<file path="src/rtl/ipi_misc_pkg.sv">
package ipi_misc_pkg;

  localparam int FLD_W     = 4;
  localparam int ITI_LO    = 4;
  localparam int IPI_LO    = 8;
  localparam int REQ_LO    = 12;
  localparam int ABW_LO    = 16;
  localparam int ABT_LO    = 20;
  localparam int WIPE_BIT  = 20;
  localparam int USER_LO   = 40;
  localparam int IDX_W     = 2;

  typedef struct packed {
    logic [FLD_W-1:0] user;
    logic [FLD_W-1:0] abt;
    logic [FLD_W-1:0] abw;
    logic [FLD_W-1:0] ipi;
    logic [FLD_W-1:0] iti;
  } misc_state_t;

endpackage

</file>
<file path="src/rtl/ipi_misc_merge.sv">
module ipi_misc_merge
  import ipi_misc_pkg::*;
#(
  parameter int NUM_PROC = 4,
  parameter int DATA_W   = 64
) (
  input  misc_state_t         cur,
  input  logic                wr_en,
  input  logic [DATA_W-1:0]   wr_data,
  input  logic [NUM_PROC-1:0] timer_set,
  output misc_state_t         nxt
);

  logic [FLD_W-1:0] clr_iti, clr_ipi, req, abw_in, abt_in, user_in;
  logic             wipe;

  assign clr_iti = wr_data[ITI_LO  +: FLD_W];
  assign clr_ipi = wr_data[IPI_LO  +: FLD_W];
  assign req     = wr_data[REQ_LO  +: FLD_W];
  assign abw_in  = wr_data[ABW_LO  +: FLD_W];
  assign abt_in  = wr_data[ABT_LO  +: FLD_W];
  assign user_in = wr_data[USER_LO +: FLD_W];
  assign wipe    = wr_data[WIPE_BIT];

  always_comb begin
    nxt = cur;
    if (wr_en) begin
      nxt.iti  = cur.iti & ~clr_iti;
      nxt.ipi  = (cur.ipi & ~clr_ipi) | req;
      nxt.user = user_in;
      if (wipe) begin
        nxt.abt = '0;
        nxt.abw = '0;
      end else begin
        nxt.abt = cur.abt | abt_in;
        if (cur.abw == '0) nxt.abw = abw_in;
      end
    end
    for (int i = 0; i < FLD_W; i++) begin
      if (i < NUM_PROC) begin
        if (timer_set[i]) nxt.iti[i] = 1'b1;
      end else begin
        nxt.iti[i] = 1'b0;
        nxt.ipi[i] = 1'b0;
      end
    end
  end

endmodule

</file>
<file path="src/rtl/ipi_misc_store.sv">
module ipi_misc_store
  import ipi_misc_pkg::*;
(
  input  logic        clk,
  input  logic        rst_n,
  input  misc_state_t d,
  output misc_state_t q
);

  always_ff @(posedge clk) begin
    if (!rst_n) q <= '0;
    else        q <= d;
  end

endmodule

</file>
<file path="src/rtl/ipi_misc_readback.sv">
module ipi_misc_readback
  import ipi_misc_pkg::*;
#(
  parameter int DATA_W = 64
) (
  input  misc_state_t       st,
  input  logic [IDX_W-1:0]  rd_cpu,
  output logic [DATA_W-1:0] rd_data
);

  always_comb begin
    rd_data = '0;
    rd_data[IDX_W-1:0]        = rd_cpu;
    rd_data[ITI_LO  +: FLD_W] = st.iti;
    rd_data[IPI_LO  +: FLD_W] = st.ipi;
    rd_data[ABW_LO  +: FLD_W] = st.abw;
    rd_data[ABT_LO  +: FLD_W] = st.abt;
    rd_data[USER_LO +: FLD_W] = st.user;
  end

endmodule

</file>
<file path="src/rtl/ipi_misc_reg.sv">
module ipi_misc_reg
  import ipi_misc_pkg::*;
#(
  parameter int NUM_PROC = 4,
  parameter int DATA_W   = 64
) (
  input  logic                clk,
  input  logic                rst_n,
  input  logic                wr_en,
  input  logic [DATA_W-1:0]   wr_data,
  input  logic [1:0]          rd_cpu,
  input  logic [NUM_PROC-1:0] timer_set,
  output logic [DATA_W-1:0]   rd_data,
  output logic [NUM_PROC-1:0] ipi_irq,
  output logic [NUM_PROC-1:0] timer_irq
);

  localparam logic [DATA_W-1:0] LIVE_MASK =
      (DATA_W'(1) << IDX_W) - 1
    | ({{(DATA_W-FLD_W){1'b0}}, {FLD_W{1'b1}}} << ITI_LO)
    | ({{(DATA_W-FLD_W){1'b0}}, {FLD_W{1'b1}}} << IPI_LO)
    | ({{(DATA_W-FLD_W){1'b0}}, {FLD_W{1'b1}}} << ABW_LO)
    | ({{(DATA_W-FLD_W){1'b0}}, {FLD_W{1'b1}}} << ABT_LO)
    | ({{(DATA_W-FLD_W){1'b0}}, {FLD_W{1'b1}}} << USER_LO);

  misc_state_t st_q, st_d;

  ipi_misc_merge #(.NUM_PROC(NUM_PROC), .DATA_W(DATA_W)) u_merge (
    .cur(st_q), .wr_en(wr_en), .wr_data(wr_data),
    .timer_set(timer_set), .nxt(st_d)
  );

  ipi_misc_store u_store (.clk(clk), .rst_n(rst_n), .d(st_d), .q(st_q));

  ipi_misc_readback #(.DATA_W(DATA_W)) u_rb (
    .st(st_q), .rd_cpu(rd_cpu), .rd_data(rd_data)
  );

  assign ipi_irq   = st_q.ipi[NUM_PROC-1:0];
  assign timer_irq = st_q.iti[NUM_PROC-1:0];


  wipe_clears_arb_chk: assert property (@(posedge clk) disable iff (!rst_n)
    (wr_en && wr_data[WIPE_BIT]) |=> (rd_data[ABW_LO +: 2*FLD_W] == '0));


  abw_locked_chk: assert property (@(posedge clk) disable iff (!rst_n)
    (rd_data[ABW_LO +: FLD_W] != '0 && !(wr_en && wr_data[WIPE_BIT]))
      |=> $stable(rd_data[ABW_LO +: FLD_W]));


  user_field_chk: assert property (@(posedge clk) disable iff (!rst_n)
    wr_en |=> (rd_data[USER_LO +: FLD_W] == $past(wr_data[USER_LO +: FLD_W])));


  reserved_zero_chk: assert property (@(posedge clk) disable iff (!rst_n)
    (rd_data & ~LIVE_MASK) == '0);


  index_merge_chk: assert property (@(posedge clk) disable iff (!rst_n)
    rd_data[1:0] == rd_cpu);

  generate
    for (genvar g = 0; g < NUM_PROC; g++) begin : g_proc_chk

      iti_timer_only_chk: assert property (@(posedge clk) disable iff (!rst_n)
        $rose(timer_irq[g]) |-> $past(timer_set[g]));

      timer_wins_chk: assert property (@(posedge clk) disable iff (!rst_n)
        timer_set[g] |=> timer_irq[g]);

      req_sets_ipi_chk: assert property (@(posedge clk) disable iff (!rst_n)
        (wr_en && wr_data[REQ_LO + g]) |=> ipi_irq[g]);
    end
  endgenerate

endmodule

</file>
<file path="config.mk">
export PLATFORM = sky130hd
export DESIGN_NAME = ipi_misc_reg
export DESIGN_NICKNAME = d
export VERILOG_FILES = /design/src/rtl/ipi_misc_pkg.sv /design/src/rtl/ipi_misc_merge.sv /design/src/rtl/ipi_misc_store.sv /design/src/rtl/ipi_misc_readback.sv /design/src/rtl/ipi_misc_reg.sv
export SDC_FILE = /design/constraint.sdc
export NUM_CORES = 1
export LEC_CHECK = 0
export ABC_AREA = 1
export BUFFER_PORTS_ARGS = -buffer_cell sky130_fd_sc_hd__clkbuf_2
export CORE_MARGIN = 2
export CORE_UTILIZATION = 23
export DETAILED_ROUTE_END_ITERATION = 16
export SYNTH_ARGS = -nofsm -noshare
export SYNTH_HDL_FRONTEND = slang
export SYNTH_SLANG_ARGS = --single-unit
export TNS_END_PERCENT = 50
</file>
<file path="constraint.sdc">
create_clock -name clk -period 0.8 [get_ports clk]
set_input_delay 0.16 -clock clk [delete_from_list [all_inputs] [get_ports clk]]
set_output_delay 0.16 -clock clk [all_outputs]
set_load 0.01 [all_outputs]
</file>
==> flow_summary.yaml <==
die:
  num_io_pins: 145
  core_area_sq_um: 5075
  core.rowCount: 26
  fp.dieH_microns: 76.27
  die_w_microns: 76.27
  initial_utilization: 0.2367
  die-area_sq_um: 5816
grt:
  grt_antenna_before_repair: 0
  grt_max_degree: 12
  grt_pass1_wl_microns: 3815
  grt_overflow: 0
  grt_use_total: 0.08138
  first_global_vias: 803
setup_path:
  cp_max_fo: 3
  slowest_delay_ns: 0.36
  timing.critical_path.buf_inv: 1
  crit_required_ns: 0.64
  path_class: "register to output port"
  crit_chain: "buf_6"
  worst_path_max_delay_cell: "dfxtp_4"
  cp_top_family: "flip-flops"
  rr_startpoint: "u_store.q[10]"
  endpoint_kind: "output port"
  start_kind: "register"
  cp-startpoint: "u_store.q[3]"
  reg2reg_slack_ns: -0.02
  cp_data_arrival_time_ns: 0.73
status:
  status: "complete, but fails checks"
  violations: "negative setup slack"
logic_synthesis:
  netlist_area_sq_um: 1201
  yosys_warnings: 0
  postSynth.asyncResetShare: 0
  yosys.area.top_type: "dfxtp_1"
  ys_seq_area_frac: 0.3333
  synth_area_leaders: "dfxtp_1 33%, buf_4 32%, nand2_1 7.5%, nor2_1 5.6%, a21oi_1 2.9%"
  ys_ff_latch: 20
  synth_most_common_cell: "buf_4"
  yosys-top-cells-count: "52 x buf_4, 24 x nand2_1, 20 x dfxtp_1, 18 x nor2_1"
  synth_top_flop_cell: "dfxtp_1"
  synthDistinctLibCells: 17
  syn-instance-count: 151
  synth_edf_count: 0
  synth_top_area_frac: 0.3333
  syn_avg_cell_area_sq_um: 7.955
route:
  wl_per_cell_microns: 9.145
  drt_iter0_markers: 12
  routed_wl_microns: 2588
  vias: 982
  viasPerCell: 3.470
  remaining_drc_errors: 0
  ant_nets: 0
  drt_first_pass_iters: 4
power_and_ir_drop:
  powerDensity_nw_per_um2: 1547
  peakVddDrop_mv: 0.7060
  finalPower_w: 0.002491
  p_leak_nw: 0.8787
layout:
  n_antenna_cell: 0
  final_area_sq_um: 1610
  layout-drive-gt1-share: 0.5211
  syn2layout_area_growth_pct: 34.06
  fill_cells: 582
  reg.largest.list: "u_store.q x20"
  regMostFlops: "u_store.q"
  nNetsFinal: 287
  final_cells: 283
  largest_register_ffs: 20
placed_design:
  numPortBuffers: 58
  dp.cells: 273
  dpl.hpwl_microns: 2007
  place_area_sq_um: 1385
  place.gp.congestion: 0.6714
  post-place-ws_ns: -0.1140
clocking:
  clockBufferDepth: 2
  cts-htree-levels: 1
  cts_buffers: 3
  insertion_delay_ns: 0.26
  cts_tree: "built"
  root_buffer: "clkbuf_8"
  cts.sinks: 20
  clkSlewWorstSetupHoldPaths_ns: 0.07
timing:
  post-route-period-util: 1.117
  layout_setup_ws_ns: -0.09369
  fmaxAchievable_mhz: 1119
  worst_clock_skew_ns: 0.001004
  post-route-min-period_ns: 0.8937
  hold_viol: 0
  rsz0062_at_grt: "yes"
  tns_ns: -2.078
  slew_violations: 0
  setup_viol: 32
min_path:
  hold_path_class: "input port to register"
  min-delay-start: "timer_set[1]"
job:
  maxCapViolations: 0
==> cells in the final DEF (no fill, tap or decap) <==
cell type / instances
a21oi_1: 6
nand2_2: 4
dfxtp_2: 19
nand4_1: 4
buf_4: 12
buf_8: 2
clkbuf_2: 31
nor2_4: 1
o21ai_0: 1
clkbuf_8: 4
o21ai_2: 3
inv_4: 1
conb_1: 42
buf_2: 14
a21oi_4: 1
nand2_1: 24
buf_6: 11
a21oi_2: 5
dfxtp_4: 1
inv_1: 7
buf_12: 2
nor2_1: 18
==> metal layers <==
layer | up-vias | track usage | wire [microns] | share of wire
met4 | 0 | 0.001818 | 4 | 0.0015
met5 | - | 0 | 0 | 0
li1 | 497 | - | - | -
met2 | 56 | 0.1469 | 1391 | 0.54
met3 | 2 | 0.02725 | 224 | 0.087
met1 | 427 | 0.09913 | 968 | 0.37
==> repair_timing <==
action                                  CTS  global route
hold buffers                              0             0
gates resized for setup                  23            40
cloned                                    0             0
pin swaps                                 1             0
endpoints found under the setup margin   30            32
setup buffers                             5             1
==> cells by family after synthesis <==
family,count (synthesis),share of synthesized area
other cells,1,0.003122
buf+inv,63,0.3875
compound gates,16,0.09791
simple gates,51,0.1781
flops,20,0.3333
==> metrics by stage <==
stage	utilization	hold WS, ns
finish	0.3173	0.1099
global placement	0.2729	0.3201
floorplan	-	0.2774
CTS	0.3005	0.09493
global route	0.3173	0.1129
detailed placement	0.2729	0.3201
==> power by group <==
part / internal [W] / switching [W] / total [W]
Combinational: 0.000274 / 0.000318 / 0.000591
Clock: 0.000438 / 0.000351 / 0.000789
Sequential: 0.00107 / 0.0000445 / 0.00111
Total: 0.00178 / 0.000713 / 0.00249
==> area by class of cell <==
type,count,area (sq um),share of cell area
inverters,8,32.53,0.02020
repair buffers,72,509.2,0.3162
well taps,70,87.58,0.05439
clock buffers,4,55.05,0.03419
multi-input cells,109,498.0,0.3092
flip-flops and latches,20,427.9,0.2657
==> worst paths after layout <==
path	endpoint	depth (start not counted)
hold reg to reg	u_store.q[12]	2
hold / removal	u_store.q[1]	3
setup / recovery	rd_data[7]	1
setup reg to reg	u_store.q[9]	3
Power figures use the tool's default switching activity.
